==> src/rtl/afsk_demod_pkg.sv <==
// Package: shared types and helpers for the audio FSK bit recovery core.
// Assumes: nothing beyond IEEE 1800-2017.
package afsk_demod_pkg;

    // Feedback variant of the lowpass filter.
    typedef enum logic [0:0] {
        FB_THREE_SHIFT = 1'b0,   // y/2 + y/8 + y/32 (about 0.66)
        FB_ONE_SHIFT   = 1'b1    // y/2 only
    } fb_mode_e;

    // Two-of-three majority over a 3-bit window.
    function automatic logic maj3(input logic [2:0] w);
        return (w[0] & w[1]) | (w[0] & w[2]) | (w[1] & w[2]);
    endfunction

endpackage

==> src/rtl/afsk_delay_mult.sv <==
// Module: keeps the last DEPTH samples and forms the product of the current
// sample with the oldest one, arithmetically shifted right by PROD_SHIFT.
// Assumes: smp_valid is a single-cycle strobe; ACC_W >= 2*SMP_W.
module afsk_delay_mult #(
    parameter int SMP_W      = 8,
    parameter int DEPTH      = 4,
    parameter int ACC_W      = 16,
    parameter int PROD_SHIFT = 2
) (
    input  logic                    clk,
    input  logic                    rst_n,
    input  logic                    smp_valid,
    input  logic signed [SMP_W-1:0] smp_data,
    output logic signed [ACC_W-1:0] prod
);

    logic signed [SMP_W-1:0] tap_q [DEPTH];
    logic signed [ACC_W-1:0] prod_full;

    // Shift register of past samples; reset loads zeros.
    generate
        for (genvar i = 0; i < DEPTH; i++) begin : g_tap
            if (i == 0) begin : g_head
                always_ff @(posedge clk) begin
                    if (!rst_n)         tap_q[0] <= '0;
                    else if (smp_valid) tap_q[0] <= smp_data;
                end
            end else begin : g_body
                always_ff @(posedge clk) begin
                    if (!rst_n)         tap_q[i] <= '0;
                    else if (smp_valid) tap_q[i] <= tap_q[i-1];
                end
            end
        end
    endgenerate

    // Product of current and oldest sample, then arithmetic scaling.
    always_comb begin
        prod_full = ACC_W'(tap_q[DEPTH-1]) * ACC_W'(smp_data);
        prod      = prod_full >>> PROD_SHIFT;
    end

    AST_TAPS_CLEARED: assert property (@(posedge clk) disable iff (!rst_n)
        !$past(rst_n) |-> (tap_q[DEPTH-1] == '0 && tap_q[0] == '0));

endmodule

==> src/rtl/afsk_iir_slicer.sv <==
// Module: first-order recursive lowpass with shift-only feedback, followed
// by a sign slicer that keeps the three newest sliced values.
// Assumes: x_in is valid in the cycle smp_valid is high; wraps in ACC_W bits.
module afsk_iir_slicer
    import afsk_demod_pkg::*;
#(
    parameter int       ACC_W   = 16,
    parameter int       HIST_W  = 3,
    parameter fb_mode_e FB_MODE = FB_THREE_SHIFT
) (
    input  logic                    clk,
    input  logic                    rst_n,
    input  logic                    smp_valid,
    input  logic signed [ACC_W-1:0] x_in,
    output logic [HIST_W-1:0]       hist_next
);

    logic signed [ACC_W-1:0] x_q;
    logic signed [ACC_W-1:0] y_q;
    logic signed [ACC_W-1:0] fb;
    logic signed [ACC_W-1:0] y_next;
    logic [HIST_W-1:0]       hist_q;
    logic                    slice;

    // Feedback term selected by parameter.
    generate
        if (FB_MODE == FB_THREE_SHIFT) begin : g_fb3
            always_comb fb = (y_q >>> 1) + (y_q >>> 3) + (y_q >>> 5);
        end else begin : g_fb1
            always_comb fb = y_q >>> 1;
        end
    endgenerate

    // New filter output and its sign decision.
    always_comb begin
        y_next    = x_q + x_in + fb;
        slice     = !y_next[ACC_W-1] && (y_next != '0);
        hist_next = {hist_q[HIST_W-2:0], slice};
    end

    // Filter state and slice history update on each strobe.
    always_ff @(posedge clk) begin
        if (!rst_n) begin
            x_q    <= '0;
            y_q    <= '0;
            hist_q <= '0;
        end else if (smp_valid) begin
            x_q    <= x_in;
            y_q    <= y_next;
            hist_q <= hist_next;
        end
    end

    AST_HIST_HOLDS_IDLE: assert property (@(posedge clk) disable iff (!rst_n)
        !smp_valid |=> $stable(hist_q) && $stable(y_q));

    AST_SLICE_FOLLOWS_SIGN: assert property (@(posedge clk) disable iff (!rst_n)
        smp_valid |=> (hist_q[0] == (y_q > 0)));

endmodule

==> src/rtl/afsk_bit_sync.sv <==
// Module: phase counter that steps once per strobe, is nudged toward its
// midpoint on slice transitions, and on wrap votes a level and NRZI-decodes it.
// Assumes: hist_next[0] is the slice of the current strobe, [1] and [2] older.
module afsk_bit_sync
    import afsk_demod_pkg::*;
#(
    parameter int PH_W     = 8,
    parameter int SPB      = 8,
    parameter int PH_STEP  = 8,
    parameter int PH_NUDGE = 1
) (
    input  logic       clk,
    input  logic       rst_n,
    input  logic       smp_valid,
    input  logic [2:0] hist_next,
    output logic       bit_valid,
    output logic       bit_data
);

    localparam int PH_FULL_I = SPB * PH_STEP;
    localparam int PH_HALF_I = PH_FULL_I / 2;
    localparam logic signed [PH_W-1:0] FULL_C  = PH_W'(PH_FULL_I);
    localparam logic signed [PH_W-1:0] HALF_C  = PH_W'(PH_HALF_I);
    localparam logic signed [PH_W-1:0] STEP_C  = PH_W'(PH_STEP);
    localparam logic signed [PH_W-1:0] NUDGE_C = PH_W'(PH_NUDGE);

    logic signed [PH_W-1:0] ph_q;
    logic signed [PH_W-1:0] ph_adj;
    logic signed [PH_W-1:0] ph_sum;
    logic signed [PH_W-1:0] ph_d;
    logic                   edge_seen;
    logic                   wrap;
    logic                   level;
    logic                   prev_level_q;

    // Edge nudge, per-strobe step and modulo wrap.
    always_comb begin
        edge_seen = hist_next[0] ^ hist_next[1];
        if (edge_seen) ph_adj = (ph_q < HALF_C) ? ph_q + NUDGE_C : ph_q - NUDGE_C;
        else           ph_adj = ph_q;
        ph_sum = ph_adj + STEP_C;
        wrap   = (ph_sum >= FULL_C);
        ph_d   = wrap ? ph_sum - FULL_C : ph_sum;
        level  = maj3(hist_next);
    end

    // Phase, previous level and registered bit output.
    always_ff @(posedge clk) begin
        if (!rst_n) begin
            ph_q         <= '0;
            prev_level_q <= 1'b0;
            bit_valid    <= 1'b0;
            bit_data     <= 1'b0;
        end else begin
            bit_valid <= smp_valid && wrap;
            if (smp_valid) begin
                ph_q <= ph_d;
                if (wrap) begin
                    prev_level_q <= level;
                    bit_data     <= (level == prev_level_q);
                end
            end
        end
    end

    AST_PHASE_IN_RANGE: assert property (@(posedge clk) disable iff (!rst_n)
        (ph_q >= 0) && (ph_q < FULL_C));

    AST_PHASE_HOLDS_IDLE: assert property (@(posedge clk) disable iff (!rst_n)
        !smp_valid |=> $stable(ph_q) && !bit_valid);

    AST_VALID_AFTER_STROBE: assert property (@(posedge clk) disable iff (!rst_n)
        bit_valid |-> $past(smp_valid));

    AST_SINGLE_PULSE: assert property (@(posedge clk) disable iff (!rst_n)
        bit_valid |=> !bit_valid);

endmodule

==> src/rtl/afsk_demod_core.sv <==
// Module: top of the audio FSK bit recovery core: delay-multiply
// discriminator, shift-coefficient lowpass with slicer, and bit sync.
// Assumes: samples are signed, one strobe per sample, eight strobes per bit.
module afsk_demod_core
    import afsk_demod_pkg::*;
#(
    parameter int       SMP_W      = 8,
    parameter int       ACC_W      = 16,
    parameter int       SPB        = 8,
    parameter int       PROD_SHIFT = 2,
    parameter int       PH_W       = 8,
    parameter int       PH_STEP    = 8,
    parameter int       PH_NUDGE   = 1,
    parameter fb_mode_e FB_MODE    = FB_THREE_SHIFT
) (
    input  logic                    clk,
    input  logic                    rst_n,
    input  logic                    smp_valid,
    input  logic signed [SMP_W-1:0] smp_data,
    output logic                    bit_valid,
    output logic                    bit_data
);

    localparam int HALF_BIT = SPB / 2;

    logic signed [ACC_W-1:0] disc;
    logic [2:0]              hist_next;

    afsk_delay_mult #(
        .SMP_W(SMP_W), .DEPTH(HALF_BIT), .ACC_W(ACC_W), .PROD_SHIFT(PROD_SHIFT)
    ) u_disc (
        .clk(clk), .rst_n(rst_n), .smp_valid(smp_valid),
        .smp_data(smp_data), .prod(disc)
    );

    afsk_iir_slicer #(
        .ACC_W(ACC_W), .HIST_W(3), .FB_MODE(FB_MODE)
    ) u_filt (
        .clk(clk), .rst_n(rst_n), .smp_valid(smp_valid),
        .x_in(disc), .hist_next(hist_next)
    );

    afsk_bit_sync #(
        .PH_W(PH_W), .SPB(SPB), .PH_STEP(PH_STEP), .PH_NUDGE(PH_NUDGE)
    ) u_sync (
        .clk(clk), .rst_n(rst_n), .smp_valid(smp_valid),
        .hist_next(hist_next), .bit_valid(bit_valid), .bit_data(bit_data)
    );

endmodule

==> config.mk <==
export PLATFORM = sky130hd
export DESIGN_NAME = afsk_demod_core
export DESIGN_NICKNAME = d
export VERILOG_FILES = /design/src/rtl/afsk_demod_pkg.sv /design/src/rtl/afsk_delay_mult.sv /design/src/rtl/afsk_iir_slicer.sv /design/src/rtl/afsk_bit_sync.sv /design/src/rtl/afsk_demod_core.sv
export SDC_FILE = /design/constraint.sdc
export NUM_CORES = 1
export LEC_CHECK = 0
export BUFFER_PORTS_ARGS = -buffer_cell sky130_fd_sc_hd__buf_2
export CAP_MARGIN = 25
export CORE_MARGIN = 3
export CORE_UTILIZATION = 60
export DETAILED_ROUTE_END_ITERATION = 8
export GPL_ROUTABILITY_DRIVEN = 0
export HOLD_SLACK_MARGIN = 0.02
export PLACE_DENSITY = 0.78
export SYNTH_ARGS = -nofsm -noshare
export SYNTH_HDL_FRONTEND = slang
export SYNTH_SLANG_ARGS = --single-unit
==> constraint.sdc <==
create_clock -name clk -period 17.7 [get_ports clk]
set_clock_uncertainty 0.05 [all_clocks]
set_input_delay 0.885 -clock clk [delete_from_list [all_inputs] [get_ports clk]]
set_output_delay 0.885 -clock clk [all_outputs]
set_load 0.01 [all_outputs]
* Word-level counts from Yosys, hierarchy flattened
Memories as Yosys holds them, arrays and structs flattened.
Index checks and enable logic that the tools add are counted.
** Operators by class
- Multiply operators :: 1
- Reductions and logical operators :: 5
- Eq/ne operators :: 1
- $add $sub $neg :: 8
- $lt $le $gt $ge :: 2
- Bitwise logic cells :: 10
- Multiplexer cells :: 11
** Operators with widths (number)
- 8-bit two-way mux :: 7
- 15-bit by 13-bit adder with 16-bit output :: 1
- 16-bit by 11-bit adder with 16-bit output :: 1
- 16-bit adder :: 1
- 8-bit by 8-bit multiplier with 16-bit output :: 1
- 16-bit nonzero test :: 1
- 14-bit by 14-bit adder with 15-bit output :: 1
- 8-bit by 2-bit adder with 8-bit output (second input constant) :: 1
- 8-bit by 5-bit adder with 8-bit output (second input constant) :: 1
- 8-bit greater-or-equal comparator (second input constant) :: 1
- 8-bit by 7-bit less-than comparator with 1-bit output (second input constant) :: 1
- 8-bit by 2-bit subtractor with 8-bit output (second input constant) :: 1
- 8-bit subtractor (second input constant) :: 1
- 1-bit OR :: 6
- 1-bit two-way mux :: 4
- 1-bit AND :: 3
- 1-bit logical AND :: 2
- 2-bit AND reduction :: 1
- 1-bit == test :: 1
- 1-bit logical NOT :: 1
- 1-bit bitwise XOR :: 1
** Storage, ports and cells
- Memories :: 1
- Logic and storage cells :: 46
- Memory bits (writable) :: 32
- Output and inout bits :: 2
- Flip-flop bits (word level) :: 43
** Memories
- u_disc.tap_q :: depth 4, width 8, rd ports 4, clocked after memory_dff 0, write ports 4, line afsk_delay_mult.sv:17 : logic signed [SMP_W-1:0] tap_q [DEPTH];

* Longest topological paths before layout
Gate-level depths: netlist of the first run.
- Depth in word-level cells :: 10
- Depth in mapped cells :: 52

* Modules after synthesis
From an unflattened synthesis of the first run, not the netlist that was laid out.
** Unflattened totals
- Cells, all modules :: 880
- Area, all modules :: 8204.1 µm²
** By module, submodules not included
- afsk_delay_mult :: sequential area each 960.9 µm², area each 3806.2 µm², times used 1, cells an instance 368
- afsk_iir_slicer :: sequential area each 660.6 µm², area each 3353.2 µm², times used 1, cells an instance 382
- afsk_bit_sync :: sequential area each 220.2 µm², area each 1044.8 µm², times used 1, cells an instance 130

* Least setup slack after synthesis of the first run
Ideal clock, no wire load.
- Path type :: input to register
- From :: in smp_data[4]
- To :: reg u_sync.bit_data
- Cell stages on the path :: 46
- Arrival time :: 10629 ps
- Required time :: 17571 ps
- Path slack :: 6942 ps
- Path through :: and2_1 > fa_1 > inv_1 > fa_1 > inv_1 > fa_1 > inv_1 > fa_1 > inv_1 > ha_1 > inv_1 > o21ai_0 > a21o_1 > a21oi_1 > inv_1 > a21oi_1 > xnor2_1 > ha_1 > (+10 left out) > o21ai_2 > mux2i_1 > o211ai_2 > xnor3_1 > a21oi_2 > ha_1 > buf_1 > inv_1 > o31ai_1 > ha_1 > nor3b_1 > xor2_1 > ha_1 > nor4b_1 > a31o_2 > and4_2 > o311ai_2 > o211ai_1
** On the way
- Word-level cells in the longest chain between the ends :: 10
** RTL lines
- start: declaration :: line afsk_demod_core.sv:19 : input logic signed [SMP_W-1:0] smp_data,
- 8-bit by 8-bit multiplier with 16-bit output (*) :: line afsk_delay_mult.sv:39 : prod_full = ACC_W'(tap_q[DEPTH-1]) * ACC_W'(smp_data);
- via disc[9] :: line afsk_demod_core.sv:26 : logic signed [ACC_W-1:0] disc;
- 14-bit by 14-bit adder with 15-bit output (*) :: line afsk_iir_slicer.sv:36 : y_next = x_q + x_in + fb;
- 16-bit adder (*) :: line afsk_iir_slicer.sv:36
- 16-bit nonzero test or 1-bit logical NOT (tied branches) :: line afsk_iir_slicer.sv:37 : slice = !y_next[ACC_W-1] && (y_next != '0);
- 1-bit logical AND (*) :: line afsk_iir_slicer.sv:37
- via hist_next[0] :: line afsk_demod_core.sv:27 : logic [2:0] hist_next;
- 1-bit bitwise XOR :: line afsk_bit_sync.sv:38 : edge_seen = hist_next[0] ^ hist_next[1];
- 8-bit two-way mux :: line afsk_bit_sync.sv:39 : if (edge_seen) ph_adj = (ph_q < HALF_C) ? ph_q + NUDGE_C : ph_q - NUDGE_C;
- 8-bit by 5-bit adder with 8-bit output :: line afsk_bit_sync.sv:41 : ph_sum = ph_adj + STEP_C;
- 8-bit greater-or-equal comparator :: line afsk_bit_sync.sv:42 : wrap = (ph_sum >= FULL_C);
- 2-bit AND reduction (no source line)
- end signal: assignment :: line afsk_bit_sync.sv:60 : bit_data <= (level == prev_level_q);
- end: declaration :: line afsk_bit_sync.sv:17 : output logic bit_data
Mark *: on every way through the listed nets, which the timed path passes. The rest lies on a longest branch.
A chain may end at the register's enable or synchronous reset.

* Worst setup path in the final report of the first run
Same ends and word-level chain as after synthesis.

==> results.md, run 1 <==
- The layout-stage area growth over the synthesis result is 6.855%.
- After synthesis the cells add up to ~0.0079 mm2.
- For this run the aggregate overflow at the end of global routing stands at 0.
- The sort of element at the start of the critical path is a primary input.
- Dividing the detail-routed wire length by the instance count gives between 15 and 20 um.
- The number of maximum-capacitance violations is 0.
- Gates resized during post-CTS repair numbered 0.
- The source-to-sink clock delay at the later pin of the worst-skew pair is 350 ps.
- The via count of the first global-routing pass is about 6300.
- The pin count of the biggest net entering global routing is between 60 and 70.
- The netlist uses 71 different library cells.
- Detailed placement finished with a half-perimeter wire length of roughly 13000 um.
- The site row count is ~40.
- In this run the mean area of a mapped cell was approximately 9.3 um2.
- The class of the tightest hold or removal check is register to register.
- The overall die area is ~0.015 mm2.
- The vertical die dimension is approximately 120 um.
- The number of hold-slack violations in the final timing report is 0.
- The top fanout value on the critical path is 14.
- For the pin with the worst max-slew slack, the measured transition is 658.6 ps.
- The register area share after synthesis is between 20% and 30%.
- The first global-routing pass estimated roughly 30000 um of wire.
- The DRC violation count after routing is 0.
- The cell occurring most often along the worst timing path is sky130_fd_sc_hd__ha_1.
- The number of antenna violations at the first check in global routing is 0.
- The iteration-0 DRC count of the detailed router is roughly 420.
- The share of the cycle needed by the critical path after routing is ~67%.
- The region available for standard cell placement spans 0.01277 mm2.
- The tree is rooted in a sky130_fd_sc_hd__clkbuf_16.
- On the worst path, the slowest cell contributes a delay of 600 ps.
- The count of antenna diodes in the layout is 0.
- The first detailed-routing pass took 5 iterations.
- The number of buffers on the longest clock path is 2.
- For this design the top-level I/O count stands at 13.
- The data arrival time at the worst-slack endpoint is about 12000 ps.
- Derived from the worst setup path, the maximum achievable clock frequency is 84.76 MHz.
- The number of setup violations in the final report is 0.
- Summing all non-filler instances in the final layout gives an area of 0.008446 mm2.
- The number of levels in the clock H-tree is 3.
- Once placement finished, the instance area stood at a little over 0.008 mm2.
- The proportion of synthesized flip-flops having asynchronous set or reset is 0%.
- Input and output buffers added on the ports amount to 12.
- The total wire length after detailed routing is ~17000 um.
- The relative slew slack is ~56%.
- For this run, the share of the core covered by cells in the final layout is between 60% and 70%.
- The gate count of the mapped netlist is approximately 850.
- Clock-pin slew was measured on the worst setup and hold paths at approximately 60 ps.
- The TritonCTS clock tree is done.
- TritonCTS created 9 clock buffers.
- Setup repair after global routing left no endpoint under its margin.
- The most used flip-flop cell after synthesis is sky130_fd_sc_hd__dfxtp_1.
- The initial cell density of the core is 61.88%.
- The run finished with clean final reports.
- In this run the post-CTS setup repair buffer count came out at 0.
- The number of nets still failing antenna checks after routing is 0.
- The fraction of final layout cells with drive strength greater than 1 is 6.366%.
- STA puts the critical path data required time at approximately 18000 ps.
- The shortest period the worst path allows is 11800 ps.
- Hold repair after CTS inserted 0 buffers.
- For this run, the number of Yosys warnings is 0.
- The number of nets at the end of the flow is a little over 1000.
- The width of the chip is 120.8 um.
- Synthesis produced a netlist with a net count of 1012.
- The global-route usage over all layers is approximately a quarter.
- Summing over every cut layer, the via total after detailed routing is 5943.
- The number of max-slew violations in the final report came to 0.
- The kind of cell with the highest combined delay along the critical path is adder cells.
- The buffering stage count on the worst path with inverters included is 6.
- The cell at the slowest stage of the critical path is sky130_fd_sc_hd__ha_1.
- After synthesis the netlist holds a flip-flop and latch count of 74.
- Clock tree synthesis found a total of 74 sinks.
- The worst setup path category is primary input to register.
- The setup TNS after final layout is 0 ps.
- The via-per-instance ratio is ~5.7.
- The number of flops mapped to enable cells by yosys is 32.
- The worst setup path is captured at a register.
-- layout by cell type, fill, tap and decap left out, types with 4 or more instances in the layout --
master | synthesis | routed
sky130_fd_sc_hd__buf_4 | 0 | 5
sky130_fd_sc_hd__a31oi_1 | 8 | 8
sky130_fd_sc_hd__mux2i_1 | 13 | 13
sky130_fd_sc_hd__fa_1 | 82 | 82
sky130_fd_sc_hd__xnor2_1 | 27 | 27
sky130_fd_sc_hd__or3_1 | 5 | 5
sky130_fd_sc_hd__o21ai_0 | 17 | 17
sky130_fd_sc_hd__xor2_1 | 10 | 10
sky130_fd_sc_hd__ha_1 | 72 | 72
sky130_fd_sc_hd__buf_2 | 0 | 12
sky130_fd_sc_hd__a22o_1 | 11 | 11
sky130_fd_sc_hd__nand2b_1 | 5 | 5
sky130_fd_sc_hd__nand2_1 | 31 | 31
sky130_fd_sc_hd__a21o_1 | 14 | 14
sky130_fd_sc_hd__o21ai_1 | 7 | 7
sky130_fd_sc_hd__dfxtp_1 | 42 | 42
sky130_fd_sc_hd__a211oi_1 | 12 | 12
sky130_fd_sc_hd__edfxtp_1 | 32 | 32
sky130_fd_sc_hd__nand3_1 | 10 | 10
sky130_fd_sc_hd__a21boi_0 | 4 | 4
sky130_fd_sc_hd__o31ai_1 | 5 | 5
sky130_fd_sc_hd__nor2b_1 | 12 | 12
sky130_fd_sc_hd__nor2_1 | 55 | 55
sky130_fd_sc_hd__and3_1 | 37 | 37
sky130_fd_sc_hd__clkbuf_16 | 0 | 9
sky130_fd_sc_hd__and2_1 | 44 | 44
sky130_fd_sc_hd__a31o_2 | 4 | 4
sky130_fd_sc_hd__nor3_1 | 8 | 8
sky130_fd_sc_hd__inv_1 | 165 | 165
sky130_fd_sc_hd__a21oi_1 | 28 | 28
sky130_fd_sc_hd__o21a_1 | 4 | 4
sky130_fd_sc_hd__o211ai_1 | 7 | 7
-- final timing paths --
path,slack (ps),start,cells past startpoint,end
max reg2reg,6010,u_disc.tap_q[3][3],44,u_sync.bit_data
min,440,u_filt.x_q[10],1,u_filt.x_q[10]
min reg2reg,440,u_filt.x_q[10],1,u_filt.x_q[10]
max,5900,smp_data[4],45,u_sync.bit_data
-- cell type report --
type | count | area [um2]
multi-input combinational | 591 | 5399
tap | 172 | 215.2
sequential | 74 | 1802
fill | 1000 | 4328
clock buffer | 9 | 225.2
clock inverter | 7 | 83.83
timing repair buffer | 17 | 97.59
inverter | 166 | 623.1
-- cell usage after synthesis, types with 14 or more instances --
cell	n	area [um2]
sky130_fd_sc_hd__inv_1	165	619.3
sky130_fd_sc_hd__fa_1	82	1642
sky130_fd_sc_hd__ha_1	72	900.9
sky130_fd_sc_hd__nor2_1	55	206.5
sky130_fd_sc_hd__and2_1	44	275.3
sky130_fd_sc_hd__dfxtp_1	42	840.8
sky130_fd_sc_hd__and3_1	37	231.5
sky130_fd_sc_hd__edfxtp_1	32	960.9
sky130_fd_sc_hd__nand2_1	31	116.4
sky130_fd_sc_hd__a21oi_1	28	140.1
sky130_fd_sc_hd__xnor2_1	27	236.5
sky130_fd_sc_hd__o21ai_0	17	85.08
sky130_fd_sc_hd__a21o_1	14	105.1
-- kinds of logic after synthesis --
family	after synthesis	share of synthesized area, %
simple gates	227	15.50
buf+inv	182	8.897
compound gates	157	14.18
fa+ha+maj	154	32.17
flops	74	22.80
xor+xnor	39	4.670
mux	14	1.789
-- stage by stage --
stage	hold WS [ps]	setup WS, ps	cells
after floorplan	402.6	6942	847
after global placement	416.9	6178	1020
after detailed placement	426.2	5680	1020
after CTS	444.0	5978	1036
after global routing	453.4	5037	1036
final	442.3	5902	1036
-- sequential cells by signal (all words and copies together), names as in the netlist --
signal               flops
u_filt.y_q              15
u_sync.prev_level_q      1
u_filt.hist_q            2
u_disc.tap_q            32
u_filt.x_q              14
u_sync.ph_q              8
u_sync.bit_valid         1
u_sync.bit_data          1
-- per-layer routing --
metal | track usage [%] | vias to the layer above | part of all wire [%] | wire length [um]
met4 | 9.348 | 0 | 2.5 | 424
li1 | - | 2858 | - | -
met1 | 32.29 | 2897 | 45 | 7490
met5 | 0 | - | 0 | 0
met3 | 4.116 | 40 | 3.6 | 606
met2 | 41.70 | 148 | 49 | 8197
Power of run 1 is left out: the tool's default activity adds up to more than one toggle a clock period on the data nets, which glitch-free logic cannot reach.
==> inputs of run 2 (changes only) <==
--- a/config.mk
+++ b/config.mk
@@ -5,14 +5,15 @@
 export SDC_FILE = /design/constraint.sdc
 export NUM_CORES = 1
 export LEC_CHECK = 0
+export ABC_AREA = 1
 export BUFFER_PORTS_ARGS = -buffer_cell sky130_fd_sc_hd__buf_2
 export CAP_MARGIN = 25
 export CORE_MARGIN = 3
-export CORE_UTILIZATION = 60
+export CORE_UTILIZATION = 59
 export DETAILED_ROUTE_END_ITERATION = 8
 export GPL_ROUTABILITY_DRIVEN = 0
 export HOLD_SLACK_MARGIN = 0.02
-export PLACE_DENSITY = 0.78
+export PLACE_DENSITY = 0.79
 export SYNTH_ARGS = -nofsm -noshare
 export SYNTH_HDL_FRONTEND = slang
 export SYNTH_SLANG_ARGS = --single-unit
==> constraint.sdc (replaced) <==
create_clock -name clk -period 9.5 [get_ports clk]
set_clock_uncertainty 0.05 [all_clocks]
set_input_delay 0.475 -clock clk [delete_from_list [all_inputs] [get_ports clk]]
set_output_delay 0.475 -clock clk [all_outputs]
set_load 0.01 [all_outputs]
==> run 2 against run 1 <==
The run now ends with negative setup slack left. Synthesized cell count is 26% higher. Clock-buffer cell count unchanged. Global-route usage is 0.24 points higher. Register-to-register slack got worse by 6100 ps. Sequential cell count stayed put. Die area is 2.7% higher. Worst hold slack got worse by 22 ps. Final cell count rose by 28%. Sequential share of layout area decreased by 3.0 points. Final area grew 16%. Critical path type is now register to register. Critical endpoint is now u_sync.ph_q[6]. Highest routed layer unchanged.
==> results.md, run 2 <==
- The area share of fa/ha/maj cells after synthesis is 31.79% (-0.37 points).
- The fraction of the mapped netlist area in compound gates is 7.245% (-6.9 points).
- The source-to-sink clock delay at the later pin of the worst-skew pair is 360 ps (about the same).
- Sorting the synthesized cells by how often they occur yields sky130_fd_sc_hd__inv_1 (305), sky130_fd_sc_hd__nand2_1 (237), sky130_fd_sc_hd__fa_1 (82), sky130_fd_sc_hd__ha_1 (72), sky130_fd_sc_hd__nor2_1 (68).
- The count of antenna diodes in the layout is 0 (unchanged).
- The pin slew with the least headroom to its limit is 743.3 ps (+84.72 ps).
- The site row count is 41 (unchanged).
- The sort of element at the start of the critical path is a register.
- The proportion of synthesized flip-flops having asynchronous set or reset is 0% (unchanged).
- The final core utilization is 76.03% (+9.9 points).
- The smallest clock period supported by the final layout is computed as between 9000 and 10000 ps.
- The most numerous cell in the Yosys netlist is sky130_fd_sc_hd__inv_1.
- The net count of the mapped netlist came to 1230 (+22%).
- The worst-case hold slack is 420.8 ps (-21.51 ps).
- The clock-pin slew of the registers on the worst-case setup and hold paths is 70 ps (about the same).
- Leaving out fill and tap cells, the most frequent cells in the layout are sky130_fd_sc_hd__inv_1 (286), sky130_fd_sc_hd__nand2_1 (210), sky130_fd_sc_hd__fa_1 (80).
- The number of flops mapped to enable cells by yosys is 32 (unchanged).
- The global-route wire length before repair is 30020 um (+2.8%).
- The required time of the critical path is 9700 ps (-8220 ps).
- The global-route usage over all layers was 25.05% (+0.24 points).
- The total core area was 0.01293 mm2 (+1.2%).
- The register with the highest flop count is u_disc.tap_q.
- The number of buffers on the longest clock path is 2 (unchanged).
- The register area share after synthesis is 22.53% (-0.26 points).
- The cell area after layout is 0.009828 mm2 (+16%).
- The gate count of the mapped netlist came to 1065 (+26%).
- The number of synthesis warnings came to 0 (unchanged).
- The average wire length per cell after detail routing is 15.92 um (-1.4%).
- The fraction of the mapped netlist area in simple logic gates is 19.23% (+3.7 points).
- The number of setup violations in the final report is 4 (+4).
- The pin count of the biggest net entering global routing is 54 (-16%).
- The total wire length after detailed routing came to 21120 um (+26%).
- The number of nets at the end of the flow was 1315 (+28%).
- Setup repair after global routing could not meet its margin everywhere.
- The overall die area is 0.01499 mm2 (+2.7%).
- The total instance count after detailed placement is 1293 (+27%).
- The number of maximum-capacitance violations is 0 (unchanged).
- The distinct cell type count after synthesis came to 37 (-48%).
- The number of storage elements in the synthesis netlist is 74 (unchanged).
- The flip-flop count of the largest register after layout came to 32 (unchanged).
- The number of nets still failing antenna checks after routing is 0 (unchanged).
- The synthesized area per cell is 7.508 um2 (-20%).
- The number of max-slew violations in the final report is 0 (unchanged).
- The via count of the first global-routing pass is 6717 (+6.1%).
- The iteration-0 DRC count of the detailed router is 637 (+51%).
- The fraction of final layout cells with drive strength greater than 1 is 20.61% (+14 points).
- The cell occurring most often along the worst timing path is sky130_fd_sc_hd__nand2_1.
- The instance area at placement came to 0.008683 mm2 (+6.7%).
- The number of cells in the finished layout apart from fillers is 1327 (+28%).
- The number of levels in the clock H-tree is 3 (unchanged).
- The via-per-instance ratio is 5.409 (-5.7%).
- The slack of the critical path is -81.60 ps (-5984 ps).
- The final reports fail on negative setup slack.
- The class of the tightest hold or removal check is primary input to register.
- The detailed placement HPWL was 13010 um (+3.3%).
- The number of antenna violations at the first check in global routing was 0 (unchanged).
- The number of clock sinks seen by CTS is 74 (unchanged).
- Derived from the worst setup path, the maximum achievable clock frequency is ~100 MHz.
- The top fanout value on the critical path is 5 (-9).
- The run finished, with violations left.
- The data arrival time at the worst-slack endpoint was 9780 ps (-2240 ps).
- Sorting the synthesized cells by area gives the leading types as sky130_fd_sc_hd__fa_1 (21%), sky130_fd_sc_hd__inv_1 (14%), sky130_fd_sc_hd__edfxtp_1 (12%), sky130_fd_sc_hd__ha_1 (11%), sky130_fd_sc_hd__nand2_1 (11%).
- The port buffer count is 12 (unchanged).
- The number of top-level pins is 13 (unchanged).
- Among all stages on the critical path, the largest delay is contributed by sky130_fd_sc_hd__fa_1.
- The netlist area before placement is 0.007996 mm2 (+1.2%).
- TritonCTS built the clock tree.
- The library cell used most frequently in the layout, excluding fill and tap cells, is sky130_fd_sc_hd__inv_1.
- The layout-stage area growth over the synthesis result is 22.91%.
- The type of destination of the critical path is a register.
- The DRC violation count after routing came to 0 (unchanged).
- The number of iterations in the first detailed-routing pass is 5 (unchanged).
- The share of the synthesized area in the top cell type came to 20.53% (-0.24 points).
- The cell type contributing the most total cell area after synthesis is sky130_fd_sc_hd__fa_1.
- The width of the chip was 122.4 um (+1.4%).
- The main combinational cell family by area after synthesis is adder cells.
- The largest registers in the layout are u_disc.tap_q: 32 flops, u_filt.y_q: 15 flops, u_filt.x_q: 14 flops.
- The fill cell total of the finished layout is 857 (-14%).
- The area share of xor/xnor cells in the synthesized design came to 3.708% (-0.96 points).
- The number of hold-slack violations in the final timing report is 0 (unchanged).
- The relative slew slack is 50.14% (-6.0 points).
- The largest incremental delay on the critical path was 560 ps (-40 ps).
- The overall via count from detail_route was 7178 (+21%).
- The initial cell density of the core is 61.86% (about the same).
- The critical path is of the register to register type.
- The overall overflow remaining after global route came to 0 (unchanged).
- The number of clock buffers inserted by TritonCTS was 9 (unchanged).
- The flip-flop cell with the highest count after synthesis is sky130_fd_sc_hd__dfxtp_1.
- The clock root buffer is sky130_fd_sc_hd__clkbuf_16.
- The vertical die dimension is 122.4 um (+1.4%).
- The share of synthesized area spent on multiplexers was 0% (-1.8 points).
- The final critical path takes up 100.9% of the cycle.
-- run 2: layer usage --
| layer | global-route usage, % | wire length (um) |
|---|---|---|
| met2 | 42.70 | 10760 |
| met5 | 0 | 0 |
| met1 | 32.55 | 8135 |
| met4 | 6.788 | 855 |
| met3 | 5.207 | 1367 |
-- run 2: repair_timing --
action	4_1_cts	5_1_grt
setup endpoints to repair	5	5
buffers inserted	3	14
resized for setup	33	118
hold buffers	0	0
pin swaps	10	74
-- run 2: final cells by class --
class / count / area [um2] / area share (%)
clock buffer: 9 / 225.2 / 2.292
clock inverter: 7 / 83.83 / 0.8530
inverter: 307 / 1155 / 11.75
multi-input combinational: 662 / 5607 / 57.05
sequential: 74 / 1802 / 18.33
tap: 172 / 215.2 / 2.190
timing repair buffer: 96 / 740.7 / 7.537
-- run 2: critical path: cells and delay by family, from the launching register on --
kind	cells	cell delay, ps
AO/OA/AOI/OAI	9	1100
flip-flops	1	430
adder cells (fa/ha/maj)	12	4600
buffers and inverters	14	950
AND/OR/NAND/NOR	19	1840
XOR/XNOR	2	440
-- run 2: worst paths after layout --
path	start	endpoint	slack (ps)	cells after the start
setup / recovery	u_disc.tap_q[3][6]	u_sync.ph_q[6]	-80	56
hold / removal	smp_valid	u_sync.prev_level_q	420	4
setup reg to reg	u_disc.tap_q[3][6]	u_sync.ph_q[6]	-80	56
hold reg to reg	u_filt.x_q[12]	u_filt.x_q[12]	420	2
-- run 2: cell families (layout without fill, tap and decap cells) --
kind of cell / Yosys count / count (layout)
and+or+nand+nor: 374 / 374
buffers and inverters: 329 / 419
adders and majority gates: 154 / 154
AOI/OAI and AO/OA: 101 / 101
DFF: 74 / 74
xor gates and xnor gates: 33 / 33
-- run 2: stage by stage --
step                TNS [ps]  worst slack, ps
detailed placement     -1817           -397.4
finish                -235.4           -81.60
global route           -2271           -475.1
CTS                        0            1.096
global placement      -505.3           -153.6
floorplan                  0            97.10
Power of run 2 is left out for the same reason.
